===== config.mk =====
export PLATFORM = sky130hd
export DESIGN_NAME = amo_unit
export DESIGN_NICKNAME = d
export VERILOG_FILES = /design/src/rtl/amo_pkg.sv /design/src/rtl/amo_decode.sv /design/src/rtl/amo_alu.sv /design/src/rtl/amo_unit.sv
export SDC_FILE = /design/constraint.sdc
export NUM_CORES = 1
export LEC_CHECK = 0
export BUFFER_PORTS_ARGS = -buffer_cell sky130_fd_sc_hd__buf_2
export CAP_MARGIN = 5
export CORE_MARGIN = 5
export CORE_UTILIZATION = 45
export DETAILED_ROUTE_END_ITERATION = 16
export MAX_ROUTING_LAYER = met4
export PLACE_DENSITY = 0.64
export RECOVER_POWER = 100
export SLEW_MARGIN = 20
export SYNTH_ARGS = -nofsm -noshare
export SYNTH_HDL_FRONTEND = slang
export SYNTH_SLANG_ARGS = --single-unit

===== constraint.sdc =====
create_clock -name clk -period 5.4 [get_ports clk]
set_input_delay 0.81 -clock clk [delete_from_list [all_inputs] [get_ports clk]]
set_output_delay 0.81 -clock clk [all_outputs]
set_load 0.1 [all_outputs]

===== src/rtl/amo_pkg.sv =====
package amo_pkg;
   typedef enum logic [2:0] {
      AMO_ADD  = 3'd0,
      AMO_OR   = 3'd1,
      AMO_AND  = 3'd2,
      AMO_XOR  = 3'd3,
      AMO_SWAP = 3'd4,
      AMO_CAS  = 3'd5
   } amo_op_e;

   typedef enum logic [2:0] {
      ST_IDLE  = 3'd0,
      ST_RREQ  = 3'd1,
      ST_RWAIT = 3'd2,
      ST_WREQ  = 3'd3,
      ST_WWAIT = 3'd4,
      ST_FIN   = 3'd5
   } amo_state_e;

   localparam logic [7:0] CODE_ADD  = 8'h00;
   localparam logic [7:0] CODE_OR   = 8'h40;
   localparam logic [7:0] CODE_AND  = 8'h50;
   localparam logic [7:0] CODE_XOR  = 8'ha0;
   localparam logic [7:0] CODE_SWAP = 8'he0;
   localparam logic [7:0] CODE_CAS  = 8'hf0;
endpackage


===== src/rtl/amo_decode.sv =====
module amo_decode
   import amo_pkg::*;
#(
   parameter int IMM_W = 32
) (
   input  logic [IMM_W-1:0] imm,
   output amo_op_e          op,
   output logic             fetch,
   output logic             legal
);
   logic [7:0] code;
   logic       hi_zero;

   initial assert (IMM_W > 8) else $error("amo_decode: IMM_W must exceed 8");

   assign code    = {imm[7:1], 1'b0};
   assign fetch   = imm[0];
   assign hi_zero = (imm[IMM_W-1:8] == '0);

   always_comb begin
      op    = AMO_ADD;
      legal = 1'b0;
      case (code)
         CODE_ADD:  begin op = AMO_ADD;  legal = hi_zero;         end
         CODE_OR:   begin op = AMO_OR;   legal = hi_zero;         end
         CODE_AND:  begin op = AMO_AND;  legal = hi_zero;         end
         CODE_XOR:  begin op = AMO_XOR;  legal = hi_zero;         end
         CODE_SWAP: begin op = AMO_SWAP; legal = hi_zero & fetch; end
         CODE_CAS:  begin op = AMO_CAS;  legal = hi_zero & fetch; end
         default:   begin op = AMO_ADD;  legal = 1'b0;            end
      endcase
   end
endmodule


===== src/rtl/amo_alu.sv =====
module amo_alu
   import amo_pkg::*;
#(
   parameter int XLEN = 64
) (
   input  amo_op_e         op,
   input  logic            dw,
   input  logic [XLEN-1:0] rdata,
   input  logic [XLEN-1:0] src,
   input  logic [XLEN-1:0] r0,
   output logic [XLEN-1:0] old_ext,
   output logic [XLEN-1:0] new_val,
   output logic            do_write
);
   localparam int HALF = XLEN / 2;

   logic [XLEN-1:0] mask, src_m, r0_m, raw;

   generate
      if (XLEN % 2 == 0) begin : g_even
         assign mask = dw ? {XLEN{1'b1}} : {{HALF{1'b0}}, {HALF{1'b1}}};
      end else begin : g_odd
         assign mask = {XLEN{1'b1}};
      end
   endgenerate

   assign old_ext = rdata & mask;
   assign src_m   = src & mask;
   assign r0_m    = r0 & mask;

   always_comb begin
      case (op)
         AMO_ADD:  raw = old_ext + src_m;
         AMO_OR:   raw = old_ext | src_m;
         AMO_AND:  raw = old_ext & src_m;
         AMO_XOR:  raw = old_ext ^ src_m;
         default:  raw = src_m;
      endcase
   end

   assign new_val  = raw & mask;
   assign do_write = (op != AMO_CAS) || (old_ext == r0_m);
endmodule


===== src/rtl/amo_unit.sv =====
module amo_unit
   import amo_pkg::*;
#(
   parameter int XLEN  = 64,
   parameter int OFF_W = 16,
   parameter int IMM_W = 32
) (
   input  logic             clk,
   input  logic             rst_n,
   input  logic             start,
   input  logic             dw,
   input  logic [IMM_W-1:0] imm,
   input  logic [XLEN-1:0]  base,
   input  logic [OFF_W-1:0] offset,
   input  logic [XLEN-1:0]  src_val,
   input  logic [XLEN-1:0]  r0_val,
   output logic             mem_req,
   output logic             mem_we,
   output logic             mem_lock,
   output logic             mem_size,
   output logic [XLEN-1:0]  mem_addr,
   output logic [XLEN-1:0]  mem_wdata,
   input  logic             mem_ack,
   input  logic [XLEN-1:0]  mem_rdata,
   output logic             done,
   output logic             err,
   output logic             src_wen,
   output logic [XLEN-1:0]  src_out,
   output logic             r0_wen,
   output logic [XLEN-1:0]  r0_out
);
   localparam int ALIGN_DW = $clog2(XLEN / 8);
   localparam int ALIGN_W  = ALIGN_DW - 1;

   initial assert (XLEN == 64 || XLEN == 32) else $error("amo_unit: XLEN must be 32 or 64");
   initial assert (OFF_W <= XLEN) else $error("amo_unit: OFF_W wider than XLEN");

   amo_state_e      state;
   amo_op_e         dec_op, op_q;
   logic            dec_fetch, dec_legal;
   logic            fetch_q, dw_q;
   logic [XLEN-1:0] eff, addr_q, src_q, r0_q, wdata_q;
   logic            misalign;
   logic [XLEN-1:0] alu_old, alu_new;
   logic            alu_wr;

   amo_decode #(.IMM_W(IMM_W)) u_dec (
      .imm   (imm),
      .op    (dec_op),
      .fetch (dec_fetch),
      .legal (dec_legal)
   );

   amo_alu #(.XLEN(XLEN)) u_alu (
      .op       (op_q),
      .dw       (dw_q),
      .rdata    (mem_rdata),
      .src      (src_q),
      .r0       (r0_q),
      .old_ext  (alu_old),
      .new_val  (alu_new),
      .do_write (alu_wr)
   );

   assign eff      = base + {{(XLEN-OFF_W){offset[OFF_W-1]}}, offset};
   assign misalign = dw ? (|eff[ALIGN_DW-1:0]) : (|eff[ALIGN_W-1:0]);

   always_ff @(posedge clk or negedge rst_n) begin
      if (!rst_n) begin
         state   <= ST_IDLE;
         op_q    <= AMO_ADD;
         fetch_q <= 1'b0;
         dw_q    <= 1'b0;
         addr_q  <= '0;
         src_q   <= '0;
         r0_q    <= '0;
         wdata_q <= '0;
         err     <= 1'b0;
         src_wen <= 1'b0;
         src_out <= '0;
         r0_wen  <= 1'b0;
         r0_out  <= '0;
      end else begin
         case (state)
            ST_IDLE: if (start) begin
               op_q    <= dec_op;
               fetch_q <= dec_fetch;
               dw_q    <= dw;
               addr_q  <= eff;
               src_q   <= src_val;
               r0_q    <= r0_val;
               src_wen <= 1'b0;
               r0_wen  <= 1'b0;
               if (!dec_legal || misalign) begin
                  err   <= 1'b1;
                  state <= ST_FIN;
               end else begin
                  err   <= 1'b0;
                  state <= ST_RREQ;
               end
            end
            ST_RREQ: state <= ST_RWAIT;
            ST_RWAIT: if (mem_ack) begin
               wdata_q <= alu_new;
               src_out <= alu_old;
               r0_out  <= alu_old;
               src_wen <= fetch_q && (op_q != AMO_CAS);
               r0_wen  <= (op_q == AMO_CAS);
               state   <= alu_wr ? ST_WREQ : ST_FIN;
            end
            ST_WREQ: state <= ST_WWAIT;
            ST_WWAIT: if (mem_ack) state <= ST_FIN;
            default: state <= ST_IDLE;
         endcase
      end
   end

   assign mem_req   = (state == ST_RREQ) || (state == ST_WREQ);
   assign mem_we    = (state == ST_WREQ);
   assign mem_lock  = (state == ST_RREQ) || (state == ST_RWAIT) ||
                      (state == ST_WREQ) || (state == ST_WWAIT);
   assign mem_size  = dw_q;
   assign mem_addr  = addr_q;
   assign mem_wdata = wdata_q;
   assign done      = (state == ST_FIN);
endmodule


# Word level (Yosys, flattened, before mapping)
# Cells that the tools add are included.
[op_classes]
add_sub_neg = 2
eq_ne = 19
mux = 17
bitwise = 8
n_reduce_logical = 21
[op_table]
columns = ["op", "n"]
rows = [
  ["64-bit AND", 5],
  ["64-bit one-hot mux with 4 select lines", 1],
  ["64-bit adder", 2],
  ["64-bit equality test", 1],
  ["64-bit 2-to-1 mux", 1],
  ["64-bit bitwise OR", 1],
  ["64-bit XOR", 1],
  ["3-bit one-hot mux with 5 select lines", 2],
  ["24-bit zero test", 1],
  ["7-bit equality test (second input constant)", 3],
  ["3-bit 2-to-1 mux", 5],
  ["7-bit by 6-bit equality test with 1-bit output (second input constant)", 2],
  ["3-bit by 2-bit equality test with 1-bit output (second input constant)", 4],
  ["3-bit equality test (second input constant)", 3],
  ["8-bit zero test", 1],
  ["3-bit by 1-bit equality test with 1-bit output (second input constant)", 2],
  ["3-bit zero test", 2],
  ["1-bit logical OR", 6],
  ["2-bit inequality test (second input constant)", 3],
  ["1-bit one-hot mux with 2 select lines", 3],
  ["3-bit AND reduction", 2],
  ["1-bit 2-to-1 mux", 5],
  ["2-bit AND reduction", 2],
  ["2-bit OR reduction", 2],
  ["7 further kinds", 7],
]
[word_totals]
ff_bits = 331
inputBits = 309
output_inout_bits = 264
elab_cells = 79

# Longest topological paths before layout
# Gate-level depths: netlist of run 1.
[depth]
depth_word = 8
mapped_depth = 19
ltp_nobuf = 13

# By module
# A second synthesis of run 1 with hierarchy kept.
[hier_totals]
hier_cells = 3079
hier_area_um2 = 25485.7
[by_module_without_submodules]
columns = ["mod", "n_inst", "cells_each", "area_each_um2", "seq_area_each_um2"]
rows = [
  ["amo_unit", 1, 1687, 16450.8, 8282.9],
  ["amo_alu", 1, 1368, 8846.0, 0.0],
  ["amo_decode", 1, 24, 188.9, 0.0],
]

# Worst setup path before layout of run 1
# No wires, ideal clock.
[synth_timing]
path_kind = "reg-to-reg"
from = "reg dw_q (netlist: mem_size)"
to = "reg wdata_q[59] (netlist: mem_wdata[59])"
setup_time_ns = 0.142
arrival_time_ns = 4.789
required_time_ns = 5.258
slack_ns = 0.468
stages_incl_launch_ff = 19
n_path_buf = 6
synth_period_minus_slack_ns = 4.932
path_cell_list = "dfrtp_1 buf_4 buf_4 clkbuf_1 clkbuf_1 clkbuf_1 clkbuf_1 nand2_1 ha_1 a32oi_1 o21ai_0 a31oi_1 o32ai_2 a211oi_2 a31oi_2 a221o_2 a31oi_2 xor2_1 o221ai_1"
[synth_via]
elab_chain_cells = 5
elab_cells_between_ends = 9
classes_between = "1 x add/sub; 2 x mux; 6 x bitwise"
[synth_lines]
columns = ["element", "line", "rtl"]
rows = [
  ["start: declaration", "amo_unit.sv:41", "logic fetch_q, dw_q;"],
  ["start signal: assignment", "amo_unit.sv:88", "dw_q <= dw;"],
  ["64-bit 2-to-1 mux (*)", "amo_alu.sv:21", "assign mask = dw ? {XLEN{1'b1}} : {{HALF{1'b0}}, {HALF{1'b1}}};"],
  ["64-bit AND, on equally long branches", "amo_alu.sv:27, amo_alu.sv:28", ""],
  ["64-bit adder (tied with other cells)", "amo_alu.sv:33", "AMO_ADD: raw = old_ext + src_m;"],
  ["64-bit one-hot mux with 4 select lines", "amo_alu.sv:32", "case (op)"],
  ["64-bit AND (*)", "amo_alu.sv:41", "assign new_val = raw & mask;"],
  ["end signal: assignment", "amo_unit.sv:104", "wdata_q <= alu_new;"],
  ["end: declaration", "amo_unit.sv:42", "logic [XLEN-1:0] eff, addr_q, src_q, r0_q, wdata_q;"],
]
# Mark *: on every way between the ends. The rest lies on a longest branch, timed or not.
# A chain may end at the register's enable or synchronous reset.

# Final worst setup path of run 1
[layout_timing]
from = "in offset[15]"
to = "reg addr_q[59] (netlist: mem_addr[59])"
[layout_via]
elab_chain_cells = 1
[layout_lines]
columns = ["element", "line", "rtl"]
rows = [
  ["start: declaration", "amo_unit.sv:14", "input logic [OFF_W-1:0] offset,"],
  ["64-bit adder", "amo_unit.sv:65", "assign eff = base + {{(XLEN-OFF_W){offset[OFF_W-1]}}, offset};"],
  ["end signal: assignment", "amo_unit.sv:74", "addr_q <= '0;"],
  ["end signal: assignment", "amo_unit.sv:89", "addr_q <= eff;"],
  ["end: declaration", "amo_unit.sv:42", ""],
]
# Every way passes these cells.

==> results.txt, run 1 <==
status -> finished with violations
violations in the final reports -> capacitance limit, slew limit
via count of the first global-routing pass -> 22690
ratio of cells with drive above 1 in the final layout -> 0.1329
first-pass iteration count of the detailed router -> 6
most used standard cell by instance count after synthesis -> nand2_1
final slew viol count -> 587
count of flip-flops with a built-in enable after synthesis -> 0
cell repeated most along the worst path -> nand2_1
worst relative slew slack -> -0.9266
hold violation total from the final report -> 0
Final ANT Viol Nets -> 0
synthesized area -> 25020 µm²
total negative slack -> 0 ps
GRT Resource Usage Total -> 0.2931
worst vdd rail ir drop -> 0.6064 mV
worst stage delay on the critical path -> 760 ps
Fillers -> 5655
flip-flop and latch count after synthesis -> 331
initial antenna violation count -> 16
share of synthesized area spent on multiplexers -> 0.04301
arithmetic-cell share of the synthesized area counting full adders, half adders and majority gates -> 0.08211
total power -> 20.86 mW
clock buffers created by TritonCTS -> 41
sequential-to-total area share from yosys stat -> 0.3310
average wire per standard cell -> 21.06 µm
number of clock sinks -> 331
combinational family with the most area after synthesis -> compound AO/OA/AOI/OAI gates
mean instance size in the synthesized netlist -> 8.058 µm²
Core Rows -> 86
# hold bufs at CTS -> 0
Hold Crit Class -> in -> async
P per Cell Area -> 725.1 nW/µm²
starting density of the core -> 0.4541
top-area cell type share of the netlist area -> 0.3310
standby leakage power -> 13.83 nW
most frequently used flop master after synthesis -> dfrtp_1
stages on the worst setup path -> 12
worst slack, placed -> 1129 ps
port buffer count -> 572
crit start category -> input pin
Crit Path Class -> in -> reg
layout overhead on the synthesized area -> 14.96%
XOR/XNOR share of the synthesized area -> 0.06171
deepest level of the CTS H-tree -> 2
overall die height -> 245.8 µm
routed via count divided by cell count -> 5.548
worst-case reg-to-reg path depth -> 12
Die X -> 245.8 µm
length of routed met3 wiring -> 6726 µm
wire length of the first global-routing pass -> 135400 µm
die area -> 60420 µm²
# DRC -> 0
ys async rst share -> 1.000
crit path capture type -> flop
# setup viols final -> 0
largest cells by area after synthesis -> dfrtp_1 (33%), nand2_1 (11%), ha_1 (8.1%)
dpl hpwl -> 67870 µm
clk root buf -> clkbuf_16
arrival time worst endpoint -> 4880 ps
period utilization -> 0.8275
WL met1 -> 37830 µm
Min Clock Period, post-route -> 4469 ps
pin slew with the least headroom to its limit -> 2890 ps
GRT Residual Overflow -> 0
highest attainable clock frequency -> 223.8 MHz
iteration-0 DRC count of the detailed router -> 1712
critical path peak fanout -> 19
synthesized netlist cell count -> 3105
maximum number of pins on one net before global-route repair -> 116
clk_lat worst skew -> 570 ps
uppermost signal routing layer after detailed routing -> met4
Post CTS Setup Buffer Count -> 0
post-detailed-routing wire length -> 89930 µm
TritonCTS clock tree -> built
top-level port count -> 573
delay-heaviest family, CP -> compound AO/OA/AOI/OAI gates
final worst-path setup slack -> 931.2 ps
Final nets -> 3953
synthesized netlist net count -> 3577
data required time at the worst endpoint -> 5810 ps
synthesis warning total -> 0
number of buffers on the longest clock path -> 3
routability-driven placement congestion ratio -> 0.9773
Synth cell types -> 107
Met2 Wirelength -> 43080 µm
Post-CTS Resized -> 0
compound-cell area share of the yosys netlist -> 0.2102
total of max-cap violations -> 8
most area-hungry cell type in the Yosys netlist -> dfrtp_1
CP bufs+invs -> 1
simple logic cell fraction of the synthesized area -> 0.1956
via count -> 23690
cells along the critical path -> clkbuf_1, ha_1, nand2_1, nor4_1, nand2_1, a211oi_1, o21ai_0, a2111oi_4, o21bai_1, a21oi_1, mux2i_1, o311ai_1
clock-pin slew on the worst setup and hold paths -> 70 ps
cell at the slowest stage of the critical path -> clkbuf_1
list of most frequent post-synthesis cells -> nand2_1 (701), dfrtp_1 (331), o21ai_0 (250)
unrepaired setup endpoints after global routing -> no
worst clock skew -> 18.25 ps
placeable core region -> 55090 µm²
## cell type report
type | instances | area, µm² | area share
tap | 748 | 935.9 | 0.03254
clock inverter | 20 | 312.8 | 0.01088
sequential | 331 | 8292 | 0.2883
antenna | 15 | 37.54 | 0.001305
inverter | 161 | 604.3 | 0.02101
timing repair buffer | 595 | 2680 | 0.09318
clock buffer | 49 | 1116 | 0.03880
multi-input combinational | 2351 | 14780 | 0.5140
## worst reg2reg max path, cell delays in order, from the launching register on
cell and delay (ps):
dfrtp_4 850, clkbuf_2 880, nand2_1 300, ha_1 400, nand2_1 100, o21a_1 220, o22ai_2 150, o21bai_2 180
o31ai_4 140, o31a_1 380, o311ai_0 410, xnor2_1 190, o21ai_1 80
## routing by layer
layer	up-vias	global-route usage
met5	-	-
met4	0	0.07155
met3	112	0.05739
met2	827	0.4762
met1	11260	0.3809
li1	11490	-
## cell families (layout without fill, tap and decap cells)
family          Yosys count  count (layout)
xor+xnor                172             172
simple gates           1123            1123
compound gates          815             815
fa+ha+maj               163             163
mux                      78              78
buf+inv                 423             825
other cells               0              15
flops                   331             331
## metrics by stage
stage / area [µm²] / cells / utilization / hold slack (ps)
after floorplan: 25020 / 3105 / - / 445.3
after global placement: 27770 / 4186 / 0.5040 / 452.2
after detailed placement: 27770 / 4186 / 0.5040 / 452.0
after CTS: 29190 / 4255 / 0.5299 / 239.5
after global routing: 28760 / 4269 / 0.5220 / 255.2
final: 28760 / 4270 / 0.5221 / 199.1
## report_power, final
part           total [mW]  leakage (nW)  internal, mW  switching, mW
logic                13.2          8.96          2.75           10.5
registers            4.64          4.17          3.61           1.03
clock network        3.00         0.704          1.85           1.15
total                20.9          13.8          8.21           12.6
## path summary, 6_finish.rpt
check                                end  slack, ps         start
setup / recovery            mem_addr[59]        930    offset[15]
hold / removal              mem_addr[50]        200         rst_n
setup reg to reg           mem_wdata[50]        990      mem_size
hold reg to reg             mem_addr[20]        460  mem_addr[20]
max in group asynchronous      src_q[37]       1920         rst_n
min in group clk               src_q[49]        430   src_val[49]
## placed cells by master (no fill, tap or decap), types with 41 or more instances in the layout
cell type	instances
a21oi_1	179
ha_1	161
xnor2_1	87
buf_2	303
inv_1	159
xor2_1	80
clkbuf_16	41
dfrtp_1	328
clkbuf_1	274
a21o_1	78
mux2i_1	43
nand4_1	45
nand2_1	701
nand3_1	64
o21ai_0	265
nor2_1	141
## flip-flops by register name, indices dropped and copies added, names as in the netlist, 3 cells and up
signal,cells
r0_out,64
op_q,3
r0_q,64
mem_addr,64
mem_wdata,64
state,3
src_q,64
Power figures use the tool's default switching activity.
==> run 2, diff against run 1 <==
ABC_AREA = 1   (was default)
clock period = 4.3 ns   (was 5.4 ns; I/O delays follow)
==> run 2 against run 1 <==
Effect of this change: the run still ends with capacitance limit, slew limit left; routed wire length up 19%; non-clock buffer count is 7 higher; synthesized area increased by 7.7%; critical path type unchanged.
==> results.txt, run 2 <==
P per Cell Area -> 808.3 nW/µm²
port buffer count -> 572
crit path from -> offset[15]
Hold Crit Class -> in -> reg
most used standard cell by instance count after synthesis -> nand2_1
maximum number of pins on one net before global-route repair -> 101
total negative slack -> 0 ps
highest attainable clock frequency -> 269.6 MHz
post-detailed-routing wire length -> 107100 µm
worst-case reg-to-reg path depth -> 9
TritonCTS clock tree -> built
Final nets -> 5075
via count -> 28380
worst relative slew slack -> -0.4565
top-level port count -> 573
GRT Resource Usage Total -> 0.3288
Min Clock Period, post-route -> 3709 ps
stages on the worst setup path -> 14
deepest level of the CTS H-tree -> 2
Post CTS Setup Buffer Count -> 0
placeable core region -> 59130 µm²
status -> finished with violations
critical path peak fanout -> 16
violations in the final reports -> capacitance limit, slew limit
clock-pin slew on the worst setup and hold paths -> 60 ps
standby leakage power -> 16.15 nW
routability-driven placement congestion ratio -> 1.077
mean instance size in the synthesized netlist -> 6.509 µm²
CP bufs+invs -> 4
number of buffers on the longest clock path -> 3
average wire per standard cell -> 19.78 µm
starting density of the core -> 0.4556
initial antenna violation count -> 8
via count of the first global-routing pass -> 27860
Fillers -> 6415
flip-flop and latch count after synthesis -> 331
most common cell after layout, fill and taps aside -> nand2_1
commonest cells after routing, fill and taps aside -> nand2_1 (1390), inv_1 (554), dfrtp_1 (330)
list of most frequent post-synthesis cells -> nand2_1 (1388), inv_1 (556), dfrtp_1 (331)
largest cells by area after synthesis -> dfrtp_1 (31%), nand2_1 (19%), inv_1 (7.7%)
worst hold-check slack -> 257.5 ps
Post-CTS Resized -> 0
dpl hpwl -> 86050 µm
worst vdd rail ir drop -> 0.7297 mV
cells along the critical path -> clkbuf_1, clkbuf_1, ha_1, nand2_1, nor2_1, inv_1, nor2_1, inv_1, nor2_1, nand3b_1, nand3_1, nand2_1, nand3_1, nand2_1
worst stage delay on the critical path -> 760 ps
synthesized area -> 26940 µm²
worst clock skew -> 19.05 ps
ratio of cells with drive above 1 in the final layout -> 0.1065
clk_lat worst skew -> 580 ps
# hold bufs at CTS -> 0
die area -> 64860 µm²
clk root buf -> clkbuf_16
total power -> 25.09 mW
iteration-0 DRC count of the detailed router -> 1910
period utilization -> 0.8625
Hold Path Stages -> 3
routed via count divided by cell count -> 5.243
delay-heaviest family, CP -> simple AND/OR/NAND/NOR gates
Final ANT Viol Nets -> 0
global routing usage on met1 -> 0.4101
crit path capture type -> flop
Synth cell types -> 49
final slew viol count -> 309
fraction of met3 tracks used by global routing -> 0.03896
data required time at the worst endpoint -> 4740 ps
synthesis warning total -> 0
unrepaired setup endpoints after global routing -> no
wire length of the first global-routing pass -> 161500 µm
total of max-cap violations -> 5
most area-hungry cell type in the Yosys netlist -> dfrtp_1
Core Rows -> 89
met2 usage in global routing -> 0.5569
arrival time worst endpoint -> 4150 ps
first-pass iteration count of the detailed router -> 5
number of clock sinks -> 331
most frequently used flop master after synthesis -> dfrtp_1
GRT Residual Overflow -> 0
overall die height -> 254.7 µm
pin slew with the least headroom to its limit -> 2185 ps
clock buffers created by TritonCTS -> 40
Crit Path Class -> in -> reg
sequential-to-total area share from yosys stat -> 0.3075
synthesized netlist net count -> 4611
hold violation total from the final report -> 0
# setup viols final -> 0
synthesized netlist cell count -> 4139
layout overhead on the synthesized area -> 15.21%
count of flip-flops with a built-in enable after synthesis -> 0
critical hold path startpoint -> r0_val[55]
Die X -> 254.7 µm
ys async rst share -> 1.000
Final Core Density -> 0.5249
crit start category -> input pin
RR Startpoint -> op_q[2]
most heavily used metal layer in global routing -> met2
cell at the slowest stage of the critical path -> clkbuf_1
top-area cell type share of the netlist area -> 0.3075
# DRC -> 0
-- run 2: kinds of logic after synthesis --
kind of cell	Yosys count	synth area share
AND/OR/NAND/NOR	2106	0.3272
buffers and inverters	741	0.1142
multiplexers	1	0.0004180
flip-flops	331	0.3075
adder cells (fa/ha/maj)	163	0.07626
AO/OA/AOI/OAI	703	0.1438
XOR/XNOR	94	0.03056
-- run 2: per-stage QoR --
stage                     setup WS [ps]  cells  instance area, µm²
after global routing              376.5   5411               31030
after CTS                          1017   5404               31480
after floorplan                   885.8   4139               26940
final                             591.5   5413               31040
after global placement            764.9   5334               30160
after detailed placement          755.8   5334               30160
-- run 2: layout make-up --
| type | count | area (µm²) | area share |
|---|---|---|---|
| Clock buffer | 53 | 1111 | 0.03580 |
| Tap cell | 773 | 967.2 | 0.03116 |
| Multi-Input combinational cell | 3067 | 15550 | 0.5011 |
| Antenna cell | 9 | 22.52 | 0.0007256 |
| Timing Repair Buffer | 602 | 2780 | 0.08958 |
| Clock inverter | 17 | 207.7 | 0.006692 |
| Sequential cell | 331 | 8284 | 0.2669 |
| Inverter | 561 | 2112 | 0.06805 |
-- run 2: metal layers --
metal  routed length (µm)  vias to the layer above
met5                    0                        -
met4                 4251                        0
met3                 5881                      186
met2                51910                      886
met1                45040                    13180
li1                     -                    14130
-- run 2: worst paths after layout --
| check | to | slack, ps |
|---|---|---|
| worst max-delay path | mem_addr[43] | 590 |
| worst min-delay path | r0_q[55] | 260 |
| worst max register to register | mem_wdata[30] | 630 |
| worst min register to register | mem_wdata[50] | 480 |
| max in group asynchronous | mem_addr[63] | 1100 |
| min in group asynchronous | r0_q[21] | 690 |
-- run 2: report_power, final --
group / internal (mW) / leakage (nW) / switching [mW]
Sequential: 4.45 / 4.18 / 1.09
Clock: 2.06 / 0.642 / 1.43
Combinational: 3.05 / 11.3 / 13.0
Total: 9.57 / 16.2 / 15.5
-- run 2: worst reg2reg max path, cell delays in order (launching register included) --
cell	delay (ps)
dfrtp_1	1370
inv_1	170
nand3_1	130
clkbuf_2	610
clkinv_1	150
buf_4	320
a221oi_1	510
nand3_1	120
nand2_1	100
nand2_1	70
